### src/rtl/vq_walk_pkg.sv
package vq_walk_pkg;

  localparam int unsigned PAGE_SHIFT = 12;
  localparam int unsigned DESC_SHIFT = 4;   // 16-byte descriptors
  localparam int unsigned WORD_W     = 64;

  // which address the datapath places on the read port
  typedef enum logic [1:0] {
    SEL_RING_IDX,
    SEL_RING_ENT,
    SEL_DESC_LO,
    SEL_DESC_HI
  } addrSel_e;

  typedef enum logic [3:0] {
    ST_IDLE,
    ST_IDX_REQ,
    ST_IDX_WAIT,
    ST_ENT_REQ,
    ST_ENT_WAIT,
    ST_LO_REQ,
    ST_LO_WAIT,
    ST_HI_REQ,
    ST_HI_WAIT
  } walkState_e;

  // strobes from control to datapath
  typedef struct packed {
    addrSel_e addrSel;
    logic     newReq;
    logic     takeHead;
    logic     takeLo;
    logic     takeSeg;
  } dpCtl_t;

endpackage

### src/rtl/vq_walk_dp.sv
module vq_walk_dp
  import vq_walk_pkg::*;
#(
  parameter int unsigned ADDR_W  = 64,
  parameter int unsigned PFN_W   = 32,
  parameter int unsigned LEN_W   = 32,
  parameter int unsigned MAX_SEG = 8,
  parameter int unsigned LOG2_W  = 4,
  localparam int unsigned CNT_W  = $clog2(MAX_SEG + 1)
) (
  input  logic                          clk,
  input  logic                          rstN,
  input  logic                          cfgWr,
  input  logic [PFN_W-1:0]              cfgPfn,
  input  logic [LOG2_W-1:0]             qSizeLog2,
  input  dpCtl_t                        ctl,
  input  logic                          memValid,
  input  logic [WORD_W-1:0]             memData,
  output logic [ADDR_W-1:0]             memAddr,
  output logic                          ringEmpty,
  output logic                          hasNext,
  output logic                          lastSlot,
  output logic                          configured,
  output logic [ADDR_W-1:0]             descBase,
  output logic [ADDR_W-1:0]             availBase,
  output logic [ADDR_W-1:0]             usedBase,
  output logic [15:0]                   nextAvail,
  output logic [15:0]                   headIdx,
  output logic [CNT_W-1:0]              segCount,
  output logic [CNT_W-1:0]              inCount,
  output logic [CNT_W-1:0]              outCount,
  output logic [MAX_SEG-1:0][WORD_W-1:0] segAddr,
  output logic [MAX_SEG-1:0][LEN_W-1:0] segLen,
  output logic [MAX_SEG-1:0]            segIsIn
);

  localparam logic [ADDR_W-1:0] PAGE_MASK = ADDR_W'((64'd1 << PAGE_SHIFT) - 64'd1);

  // ---------------- layout derivation ----------------
  logic [ADDR_W-1:0] ringSize, pageBase, ringBase, ringEnd, usedAligned;
  logic [16:0]       sizeFull;
  logic [15:0]       idxMask;

  always_comb begin
    ringSize    = ADDR_W'(1) << qSizeLog2;
    sizeFull    = 17'd1 << qSizeLog2;
    idxMask     = 16'(sizeFull - 17'd1);
    pageBase    = ADDR_W'(cfgPfn) << PAGE_SHIFT;
    ringBase    = pageBase + (ringSize << DESC_SHIFT);
    ringEnd     = ringBase + ADDR_W'(4) + (ringSize << 1);
    usedAligned = (ringEnd + PAGE_MASK) & ~PAGE_MASK;
  end

  // ---------------- walk registers ----------------
  logic [15:0]       curIdx;
  logic [WORD_W-1:0] loAddr;
  logic [15:0]       laneVal;
  logic [1:0]        laneSel;
  logic [15:0]       descFlags;
  logic [13:0]       flagsUnused;
  logic [ADDR_W-1:0] descAddr;

  assign laneSel     = memAddr[2:1];
  assign laneVal     = memData[{laneSel, 4'b0000} +: 16];
  assign descFlags   = memData[47:32];
  assign flagsUnused = descFlags[15:2];
  assign hasNext     = descFlags[0];
  assign ringEmpty   = (laneVal == nextAvail);
  assign lastSlot    = (segCount == CNT_W'(MAX_SEG - 1));
  assign configured  = (descBase != '0);
  assign descAddr    = descBase + (ADDR_W'(curIdx & idxMask) << DESC_SHIFT);

  always_comb begin
    unique case (ctl.addrSel)
      SEL_RING_IDX: memAddr = availBase + ADDR_W'(2);
      SEL_RING_ENT: memAddr = availBase + ADDR_W'(4) + (ADDR_W'(nextAvail & idxMask) << 1);
      SEL_DESC_LO:  memAddr = descAddr;
      default:      memAddr = descAddr + ADDR_W'(8);
    endcase
  end

  // configuration and ring counter
  always_ff @(posedge clk or negedge rstN) begin
    if (!rstN) begin
      descBase  <= '0;
      availBase <= '0;
      usedBase  <= '0;
      nextAvail <= '0;
    end else if (cfgWr) begin
      nextAvail <= '0;
      if (cfgPfn == '0) begin
        descBase  <= '0;
        availBase <= '0;
        usedBase  <= '0;
      end else begin
        descBase  <= pageBase;
        availBase <= ringBase;
        usedBase  <= usedAligned;
      end
    end else if (ctl.takeHead && memValid) begin
      nextAvail <= nextAvail + 16'd1;
    end
  end

  // chain state and counters
  always_ff @(posedge clk or negedge rstN) begin
    if (!rstN) begin
      headIdx  <= '0;
      curIdx   <= '0;
      loAddr   <= '0;
      segCount <= '0;
      inCount  <= '0;
      outCount <= '0;
    end else begin
      if (ctl.newReq) begin
        segCount <= '0;
        inCount  <= '0;
        outCount <= '0;
      end
      if (ctl.takeHead) begin
        headIdx <= laneVal;
        curIdx  <= laneVal;
      end
      if (ctl.takeLo) loAddr <= memData;
      if (ctl.takeSeg) begin
        segCount <= segCount + CNT_W'(1);
        if (descFlags[1]) inCount  <= inCount + CNT_W'(1);
        else              outCount <= outCount + CNT_W'(1);
        curIdx <= memData[63:48];
      end
    end
  end

  // segment slots
  always_ff @(posedge clk or negedge rstN) begin
    if (!rstN) begin
      segAddr <= '0;
      segLen  <= '0;
      segIsIn <= '0;
    end else if (ctl.takeSeg) begin
      for (int i = 0; i < int'(MAX_SEG); i++) begin
        if (segCount == CNT_W'(i)) begin
          segAddr[i] <= loAddr;
          segLen[i]  <= memData[LEN_W-1:0];
          segIsIn[i] <= descFlags[1];
        end
      end
    end
  end

  // ---------------- assertions ----------------
  p_used_aligned_r2: assert property (@(posedge clk) disable iff (!rstN)
    usedBase[PAGE_SHIFT-1:0] == '0);

  p_zero_pfn_r3: assert property (@(posedge clk) disable iff (!rstN)
    (cfgWr && cfgPfn == '0) |=> (descBase == '0 && availBase == '0 &&
                                 usedBase == '0 && nextAvail == '0));

  p_avail_step_r5: assert property (@(posedge clk) disable iff (!rstN)
    !$stable(nextAvail) |-> (nextAvail == $past(nextAvail) + 16'd1 || nextAvail == '0));

  p_split_sum_r7: assert property (@(posedge clk) disable iff (!rstN)
    ({1'b0, inCount} + {1'b0, outCount}) == {1'b0, segCount});

  p_no_overflow_r8: assert property (@(posedge clk) disable iff (!rstN)
    segCount <= CNT_W'(MAX_SEG));

  p_busy_config_r1: assert property (@(posedge clk) disable iff (!rstN)
    (ctl.takeSeg) |-> configured);

endmodule

### src/rtl/vq_walk_ctrl.sv
module vq_walk_ctrl
  import vq_walk_pkg::*;
(
  input  logic   clk,
  input  logic   rstN,
  input  logic   start,
  input  logic   memValid,
  input  logic   ringEmpty,
  input  logic   hasNext,
  input  logic   lastSlot,
  input  logic   configured,
  output dpCtl_t ctl,
  output logic   memReq,
  output logic   busy,
  output logic   done,
  output logic   empty,
  output logic   err
);

  walkState_e state;

  always_comb begin
    ctl = '0;
    unique case (state)
      ST_IDX_REQ, ST_IDX_WAIT: ctl.addrSel = SEL_RING_IDX;
      ST_ENT_REQ, ST_ENT_WAIT: ctl.addrSel = SEL_RING_ENT;
      ST_LO_REQ,  ST_LO_WAIT:  ctl.addrSel = SEL_DESC_LO;
      ST_HI_REQ,  ST_HI_WAIT:  ctl.addrSel = SEL_DESC_HI;
      default:                 ctl.addrSel = SEL_RING_IDX;
    endcase
    ctl.newReq   = (state == ST_IDLE) && start && configured;
    ctl.takeHead = (state == ST_ENT_WAIT) && memValid;
    ctl.takeLo   = (state == ST_LO_WAIT) && memValid;
    ctl.takeSeg  = (state == ST_HI_WAIT) && memValid;
  end

  assign memReq = (state == ST_IDX_REQ) || (state == ST_ENT_REQ) ||
                  (state == ST_LO_REQ)  || (state == ST_HI_REQ);
  assign busy   = (state != ST_IDLE);

  always_ff @(posedge clk or negedge rstN) begin
    if (!rstN) begin
      state <= ST_IDLE;
      done  <= 1'b0;
      empty <= 1'b0;
      err   <= 1'b0;
    end else begin
      done <= 1'b0;
      unique case (state)
        ST_IDLE: if (start) begin
          err <= 1'b0;
          if (configured) begin
            empty <= 1'b0;
            state <= ST_IDX_REQ;
          end else begin
            empty <= 1'b1;
            done  <= 1'b1;
          end
        end
        ST_IDX_REQ: state <= ST_IDX_WAIT;
        ST_IDX_WAIT: if (memValid) begin
          if (ringEmpty) begin
            empty <= 1'b1;
            done  <= 1'b1;
            state <= ST_IDLE;
          end else begin
            state <= ST_ENT_REQ;
          end
        end
        ST_ENT_REQ: state <= ST_ENT_WAIT;
        ST_ENT_WAIT: if (memValid) state <= ST_LO_REQ;
        ST_LO_REQ:   state <= ST_LO_WAIT;
        ST_LO_WAIT:  if (memValid) state <= ST_HI_REQ;
        ST_HI_REQ:   state <= ST_HI_WAIT;
        ST_HI_WAIT: if (memValid) begin
          if (hasNext && !lastSlot) begin
            state <= ST_LO_REQ;
          end else begin
            err   <= hasNext;
            done  <= 1'b1;
            state <= ST_IDLE;
          end
        end
        default: state <= ST_IDLE;
      endcase
    end
  end

  // ---------------- assertions ----------------
  p_req_pulse_r9: assert property (@(posedge clk) disable iff (!rstN)
    memReq |=> !memReq);

  p_done_idle_r4: assert property (@(posedge clk) disable iff (!rstN)
    done |-> !busy);

  p_empty_stop_r4: assert property (@(posedge clk) disable iff (!rstN)
    (state == ST_IDX_WAIT && memValid && ringEmpty) |=> (state == ST_IDLE && empty && done));

  p_err_done_r8: assert property (@(posedge clk) disable iff (!rstN)
    $rose(err) |-> done);

endmodule

### src/rtl/vq_chain_walker.sv
module vq_chain_walker
  import vq_walk_pkg::*;
(
  input  logic               clk,
  input  logic               rstN,
  input  logic               cfgWr,
  input  logic [31:0]        cfgPfn,
  input  logic [3:0]         qSizeLog2,
  input  logic               start,
  output logic               busy,
  output logic               done,
  output logic               empty,
  output logic               err,
  output logic               memReq,
  output logic [63:0]        memAddr,
  input  logic               memValid,
  input  logic [63:0]        memData,
  output logic [63:0]        descBase,
  output logic [63:0]        availBase,
  output logic [63:0]        usedBase,
  output logic [15:0]        nextAvail,
  output logic [15:0]        headIdx,
  output logic [3:0]         segCount,
  output logic [3:0]         inCount,
  output logic [3:0]         outCount,
  output logic [7:0][63:0]   segAddr,
  output logic [7:0][31:0]   segLen,
  output logic [7:0]         segIsIn
);

  dpCtl_t ctl;
  logic   ringEmpty, hasNext, lastSlot, configured;
  logic   cfgWrIdle;

  assign cfgWrIdle = cfgWr && !busy;

  vq_walk_ctrl u_ctrl (
    .clk        (clk),
    .rstN       (rstN),
    .start      (start),
    .memValid   (memValid),
    .ringEmpty  (ringEmpty),
    .hasNext    (hasNext),
    .lastSlot   (lastSlot),
    .configured (configured),
    .ctl        (ctl),
    .memReq     (memReq),
    .busy       (busy),
    .done       (done),
    .empty      (empty),
    .err        (err)
  );

  vq_walk_dp #(
    .ADDR_W (64),
    .PFN_W  (32),
    .LEN_W  (32),
    .MAX_SEG(8),
    .LOG2_W (4)
  ) u_dp (
    .clk        (clk),
    .rstN       (rstN),
    .cfgWr      (cfgWrIdle),
    .cfgPfn     (cfgPfn),
    .qSizeLog2  (qSizeLog2),
    .ctl        (ctl),
    .memValid   (memValid),
    .memData    (memData),
    .memAddr    (memAddr),
    .ringEmpty  (ringEmpty),
    .hasNext    (hasNext),
    .lastSlot   (lastSlot),
    .configured (configured),
    .descBase   (descBase),
    .availBase  (availBase),
    .usedBase   (usedBase),
    .nextAvail  (nextAvail),
    .headIdx    (headIdx),
    .segCount   (segCount),
    .inCount    (inCount),
    .outCount   (outCount),
    .segAddr    (segAddr),
    .segLen     (segLen),
    .segIsIn    (segIsIn)
  );

endmodule

### config.mk
export PLATFORM = sky130hd
export DESIGN_NAME = vq_chain_walker
export DESIGN_NICKNAME = d
export VERILOG_FILES = /design/src/rtl/vq_walk_pkg.sv /design/src/rtl/vq_walk_dp.sv /design/src/rtl/vq_walk_ctrl.sv /design/src/rtl/vq_chain_walker.sv
export SDC_FILE = /design/constraint.sdc
export NUM_CORES = 1
export LEC_CHECK = 0
export ABC_AREA = 1
export BUFFER_PORTS_ARGS = -buffer_cell sky130_fd_sc_hd__buf_2
export CAP_MARGIN = 40
export CORE_AREA = 10 10 451 453
export DETAILED_ROUTE_END_ITERATION = 10
export DIE_AREA = 0 0 461 463
export GPL_ROUTABILITY_DRIVEN = 0
export PLACE_DENSITY = 0.4
export SYNTH_ARGS = -nofsm -noshare
export SYNTH_HDL_FRONTEND = slang
export SYNTH_SLANG_ARGS = --single-unit
export TNS_END_PERCENT = 20
### constraint.sdc
create_clock -name clk -period 5.55 [get_ports clk]
set_input_delay 0.555 -clock clk [delete_from_list [all_inputs] [get_ports clk]]
set_output_delay 0.555 -clock clk [all_outputs]
set_load 0.02 [all_outputs]
# Word level (Yosys, flattened, before mapping)
# Memory sizes are Yosys's and may differ from the RTL's.
# Cells that the tools add are included.
# totals
wordCells,159
in_bits,105
rom_bits,32
regBits,1099
out_inout_bits,1081
n_memories,1
# op_classes
n_eq_ne,26
bitwise_logic,2
reduce_logical,35
add_sub_neg,14
mux,40
shift,3
# mem_list
memory,words,word_bits,rd,rd_clocked_by_memory_dff,write_ports,line_no,source
(no name shown),16,2,1,0,0,vq_walk_ctrl.sv:24,unique case (state)
# ops
op,count
$add A64 B64 Y64,3
$pmux W64 S3,1
$add A64 B3 Y64 const B,2
$mux W64,2
$add A44 B64 Y64,1
$add A64 B12 Y64 const B,1
$add A64 B2 Y64 const B,1
$add A64 B4 Y64 const B,1
$mux W16,4
$reduce_bool A64 Y1,1
$shiftx A64 B7 Y16,1
$shl A1 B4 Y63 const A,1
$mux W4,14
$mux W44,1
$pmux W4 S9,1
$and A16 B16 Y16,2
$eq A4 B3 Y1 const B,8
$logic_not A32 Y1,1
$add A16 B1 Y16 const B,1
$eq A16 B16 Y1,1
$eq A4 B2 Y1 const B,4
$reduce_and A2 Y1,8
$shl A1 B4 Y16 const A,1
$sub A16 B1 Y16 const B,1
other kinds (21),58

# Depth between registers and ports, before layout
# depth
ltp_word,11
depth_mapped,26
depth_no_buf,26

# Hierarchy
# From an unflattened synthesis, not the netlist that was laid out.
# unflattened
cells_unflattened,5234
area_unflattened_um2,45052.0
# by_module_without_submodules
module,seq_area_each_um2,area_each_um2,cells_each,instances
vq_walk_dp,25174.1,44406.3,5133,1
vq_walk_ctrl,175.2,635.6,99,1
vq_chain_walker,0.0,10.0,2,1

# Least setup slack after synthesis
# Ideal clock, no wire load.
# synth_path
path_type,input-to-output
start,input port qSizeLog2[3]
end,output port memAddr[42]
required_time_ns,4.995
arrival_time_ns,3.969
n_path_buf,0
setup_slack_ns,1.026
cell_stages,22
path_cell_list,inv_1 nand2_1 nor2_1 inv_1 ha_1 inv_1 a21oi_1 nand2_1 nand2_1 o21ai_0 nor2_1 ha_1 inv_1 fa_1 o21a_1 o21bai_1 a21oi_1 nor2_1 inv_1 nor3_1 a31oi_1 o21ai_0
# synth_via
elab_chain_len,6
elab_cells_between_ends,8
cone_classes,4 x add/sub; 1 x shift; 1 x mux; 2 x bitwise
# synth_lines
element,line_no,source
from (decl),vq_chain_walker.sv:8,"input logic [3:0] qSizeLog2,"
$shl A1 B4 Y16 (*),vq_walk_dp.sv:46,sizeFull = 17'd1 << qSizeLog2;
$sub A16 B1 Y16 (*),vq_walk_dp.sv:47,idxMask = 16'(sizeFull - 17'd1);
$and A16 B16 Y16,vq_walk_dp.sv:71,assign descAddr = descBase + (ADDR_W'(curIdx & idxMask) << DESC_SHIFT);
$add A64 B64 Y64,vq_walk_dp.sv:71,
$add A64 B4 Y64,vq_walk_dp.sv:78,default: memAddr = descAddr + ADDR_W'(8);
$pmux W64 S3 (*),vq_walk_dp.sv:74,unique case (ctl.addrSel)
to (decl),vq_chain_walker.sv:15,"output logic [63:0] memAddr,"
# Mark *: on every way between the ends. The rest lies on a longest branch, timed or not.

# Worst setup path after layout
# layout_path
start,input port qSizeLog2[1]
end,output port memAddr[42]
# Same word-level chain as after synthesis.

==> impl_results.md <==
- Max Root-Sink Buffers: 3
- Dpl hpwl: 200000 um
- Area Growth Syn to Fin: 27.7%
- Fin. max-slew vios: 0
- Worst-path clk slew: 0.06 ns
- Final cell count without fillers: 8875
- H-tree levels: 3
- Die Width: 461 um
- Via count: 41.9k
- DR iter-0 viols: ~4.3k
- Commonest non-fill, non-tap cell in the layout: nand2_1
- Final wirelength: 256000 um
- Crit path max fanout: 7
- Max Clock Freq: 0.189 GHz
- Yosys top cell area share: 0.567
- DRC Markers: 0
- Status: finished, final reports clean
- WP data required: 4.99 ns
- Final hold violations: 0
- Crit. End Element: output port
- Clk_skew: 0.0642 ns
- DIE AREA: 213000 sq um
- Max VDD drop: 0.340 mV
- EDFF count, synth: 0
- P_leak: between 0.02 and 0.03 uW
- ANT nets after route: 0
- Largest cells by area after synthesis: dfrtp_1, nand2_1, o21ai_0
- Async set-reset flop share out of synthesis: 1.00
- Post-Syn Area: 44700 sq um
- Synthesis Warnings: 0
- Final setup vio count: 0
- Post-synthesis cell count: 5147
- Initial antenna violation count: between 40 and 50
- Distinct cells, synth: between 60 and 70
- Hold Crit Class: in -> reg
- Min Tclk post-route: approximately 5.3 ns
- Root Driver: clkbuf_16
- Drt wl/cell: 28.9 um
- Clock power frac: 0.293
- WP data arrival: 4.72 ns
- Largest area contributor in the netlist: dfrtp_1
- RSZ-0062 raised after global routing: true
- Reg power frac: 0.352
- Core ar.: 194000 sq um
- Logic gate share of total power: 0.355
- Clock Sinks: between 1k and 1.5k
- Top FF cell, synth: dfrtp_1
- Tightest Pin Transition: roughly 1.1 ns
- Final core occ: 0.294
- First-pass GRT wire length: 350000 um
- Starting Density: 0.230
- Inst Count DP: 8608
- P_sw: between 10000 and 15000 uW
- Grt ovf: 0
- # Post-CTS Setup Buffers: 0
- Commonest cells after routing, fill and taps aside: nand2_1, buf_2, dfrtp_1
- GRT Util Overall: 0.230
- Maxcap violations: 0
- Startpoint class of the critical path: primary input
- CTS tree: done
- Tcrit/Tclk final: 0.951
- Internal: 15500 uW
- Quantity of I/O buffers inserted on ports: 1081
- FP Rows: around 160
- Synthesized area per cell: a little under 9 sq um
- Later-pin clock latency in the skew report: 0.81 ns
- Vias in the first global route: 40.2k
- Slew HR: 0.293
- Switching Share: 0.444
- I/O pin count: about 1.2k
- Fillers: roughly 21k
- Pre-Repair DR Iteration Count: 6
- Setup CP Type: in -> out
- Synth Register Bits: between 1k and 1.5k
- Number of CTS-inserted buffers: 120
- Share of layout cells above drive strength 1: 0.222
- Die Y: 463 um
- Power per cell area: 488 nW/um^2
- Via-to-Cell Ratio: 4.72
- Hold Slack: 0.0936 ns
- Seq/Total Area, Yosys: 0.567
- Final #Nets: 6366
- Largest net degree at the start of global routing: 174
[Yosys cell counts, types with 4 or more instances]
master,number
clkbuf_1,211
nand3_2,5
nand3b_1,4
buf_1,13
nand3_1,253
o21bai_1,9
nor3_1,43
nor4_1,31
nand2_4,4
o21a_1,4
a21oi_1,114
o221ai_1,14
nor2_1,237
o21ai_1,8
nand2_1,1459
nand4_1,51
inv_1,372
ha_1,67
clkinv_1,4
xnor2_1,6
buf_6,8
buf_4,105
nand2_2,7
o21ai_0,971
o211ai_1,15
xor2_1,36
a21o_1,6
o2111ai_1,4
nor3_2,5
dfrtp_1,1013
buf_2,5
o22ai_1,11
nor2_2,5
[state kept, by name, summed over array words and instances, names as in the netlist]
| register | cells |
|---|---|
| u_dp.segLen | 256 |
| u_dp.headIdx | 16 |
| u_dp.segCount | 4 |
| u_dp.nextAvail | 16 |
| u_dp.descBase | 32 |
| u_dp.outCount | 4 |
| u_ctrl.state | 4 |
| u_dp.usedBase | 34 |
| u_dp.segAddr | 512 |
| u_dp.curIdx | 15 |
| u_dp.inCount | 4 |
| u_dp.loAddr | 64 |
| u_ctrl.done | 1 |
| u_ctrl.empty | 1 |
| u_dp.availBase | 41 |
| u_dp.segIsIn | 8 |
| u_ctrl.err | 1 |
[path summary, 6_finish.rpt]
kind / startpoint / to / slack (ns) / depth (start not counted)
setup / recovery: qSizeLog2[1] / memAddr[42] / 0.27 / 25
hold / removal: memData[52] / u_dp.loAddr[52]$_DFFE_PN0P_ / 0.09 / 3
setup reg to reg: u_ctrl.state[0]$_DFFE_PN0P_ / u_ctrl.state[0]$_DFFE_PN0P_ / 1.25 / 19
hold reg to reg: u_dp.usedBase[45]$_DFFE_PN0P_ / u_dp.usedBase[45]$_DFFE_PN0P_ / 0.47 / 2
max in group asynchronous: rstN / u_dp.availBase[40]$_DFFE_PN0P_ / 3.63 / 3
min in group asynchronous: rstN / u_dp.segLen[60]$_DFFE_PN0P_ / 0.36 / 2
[power by group through the flow]
stage	logic (uW)	registers (uW)	clock network (uW)
floorplan	4240	10400	0
global placement	9980	9890	0
detailed placement	10100	9880	0
CTS	10100	9770	8350
global route	10700	9890	8650
finish	9880	9810	8160
[logic make-up after synthesis]
group                    after synthesis  synth area share
AO/OA/AOI/OAI                       1175             0.137
adder cells (fa/ha/maj)               69            0.0196
multiplexers                           3          0.000672
buffers and inverters                723            0.0712
flip-flops                          1013             0.567
XOR/XNOR                              43           0.00859
AND/OR/NAND/NOR                     2120             0.196
other                                  1         0.0000839
[stage by stage]
step / instance area, sq um / worst slack, ns / setup TNS, ns / power, uW
2_1_floorplan: 45100 / 1.03 / 0 / 14600
3_3_place_gp: 52700 / 0.136 / 0 / 19900
3_5_place_dp: 52900 / 0.149 / 0 / 19900
4_1_cts: 57000 / 0.121 / 0 / 28200
5_1_grt: 57100 / -0.0305 / -0.0305 / 29200
6_report: 57100 / 0.272 / 0 / 27900
[cell type report]
cell class / instances / area [sq um] / share of cell area
flip-flops and latches: 1013 / 25300 / 0.444
multi-input cells: 3519 / 16700 / 0.292
repair buffers: 1157 / 6340 / 0.111
clock buffers: 175 / 3440 / 0.0603
well taps: 2542 / 3180 / 0.0557
inverters: 381 / 1440 / 0.0252
clock inverters: 51 / 592 / 0.0104
diodes: 37 / 92.6 / 0.00162
[worst max-delay path, stage by stage]
cell	delay, ns
buf_2	0.16
nor2_1	0.15
inv_1	0.11
nor2_1	0.21
inv_1	0.12
ha_1	0.22
inv_1	0.09
a21oi_2	0.07
buf_4	0.18
xor2_1	0.15
inv_1	0.07
nor2_1	0.04
ha_1	0.38
inv_1	0.06
o21ai_1	0.36
nand3_1	0.12
nand3_1	0.17
a21oi_1	0.16
o21ai_1	0.30
and2_1	0.31
nand3_1	0.10
nand2_1	0.08
nand3_1	0.11
o21ai_1	0.19
buf_2	0.22
[metal layers]
layer,vias up,routed length [um],track usage
met2,1876,121000,0.382
met5,-,8,0
met4,2,13000,0.102
li1,18843,-,-
met3,350,20900,0.0582
met1,20836,101000,0.279
[what timing repair did]
action / 4_1_cts / 5_1_grt
resized for setup: 0 / 6
hold buffers: 4 / 0
endpoints found under the hold margin: 72 / 0
endpoints found under the setup margin: 0 / 19
Note: power is estimated with default switching activity, not from simulation.
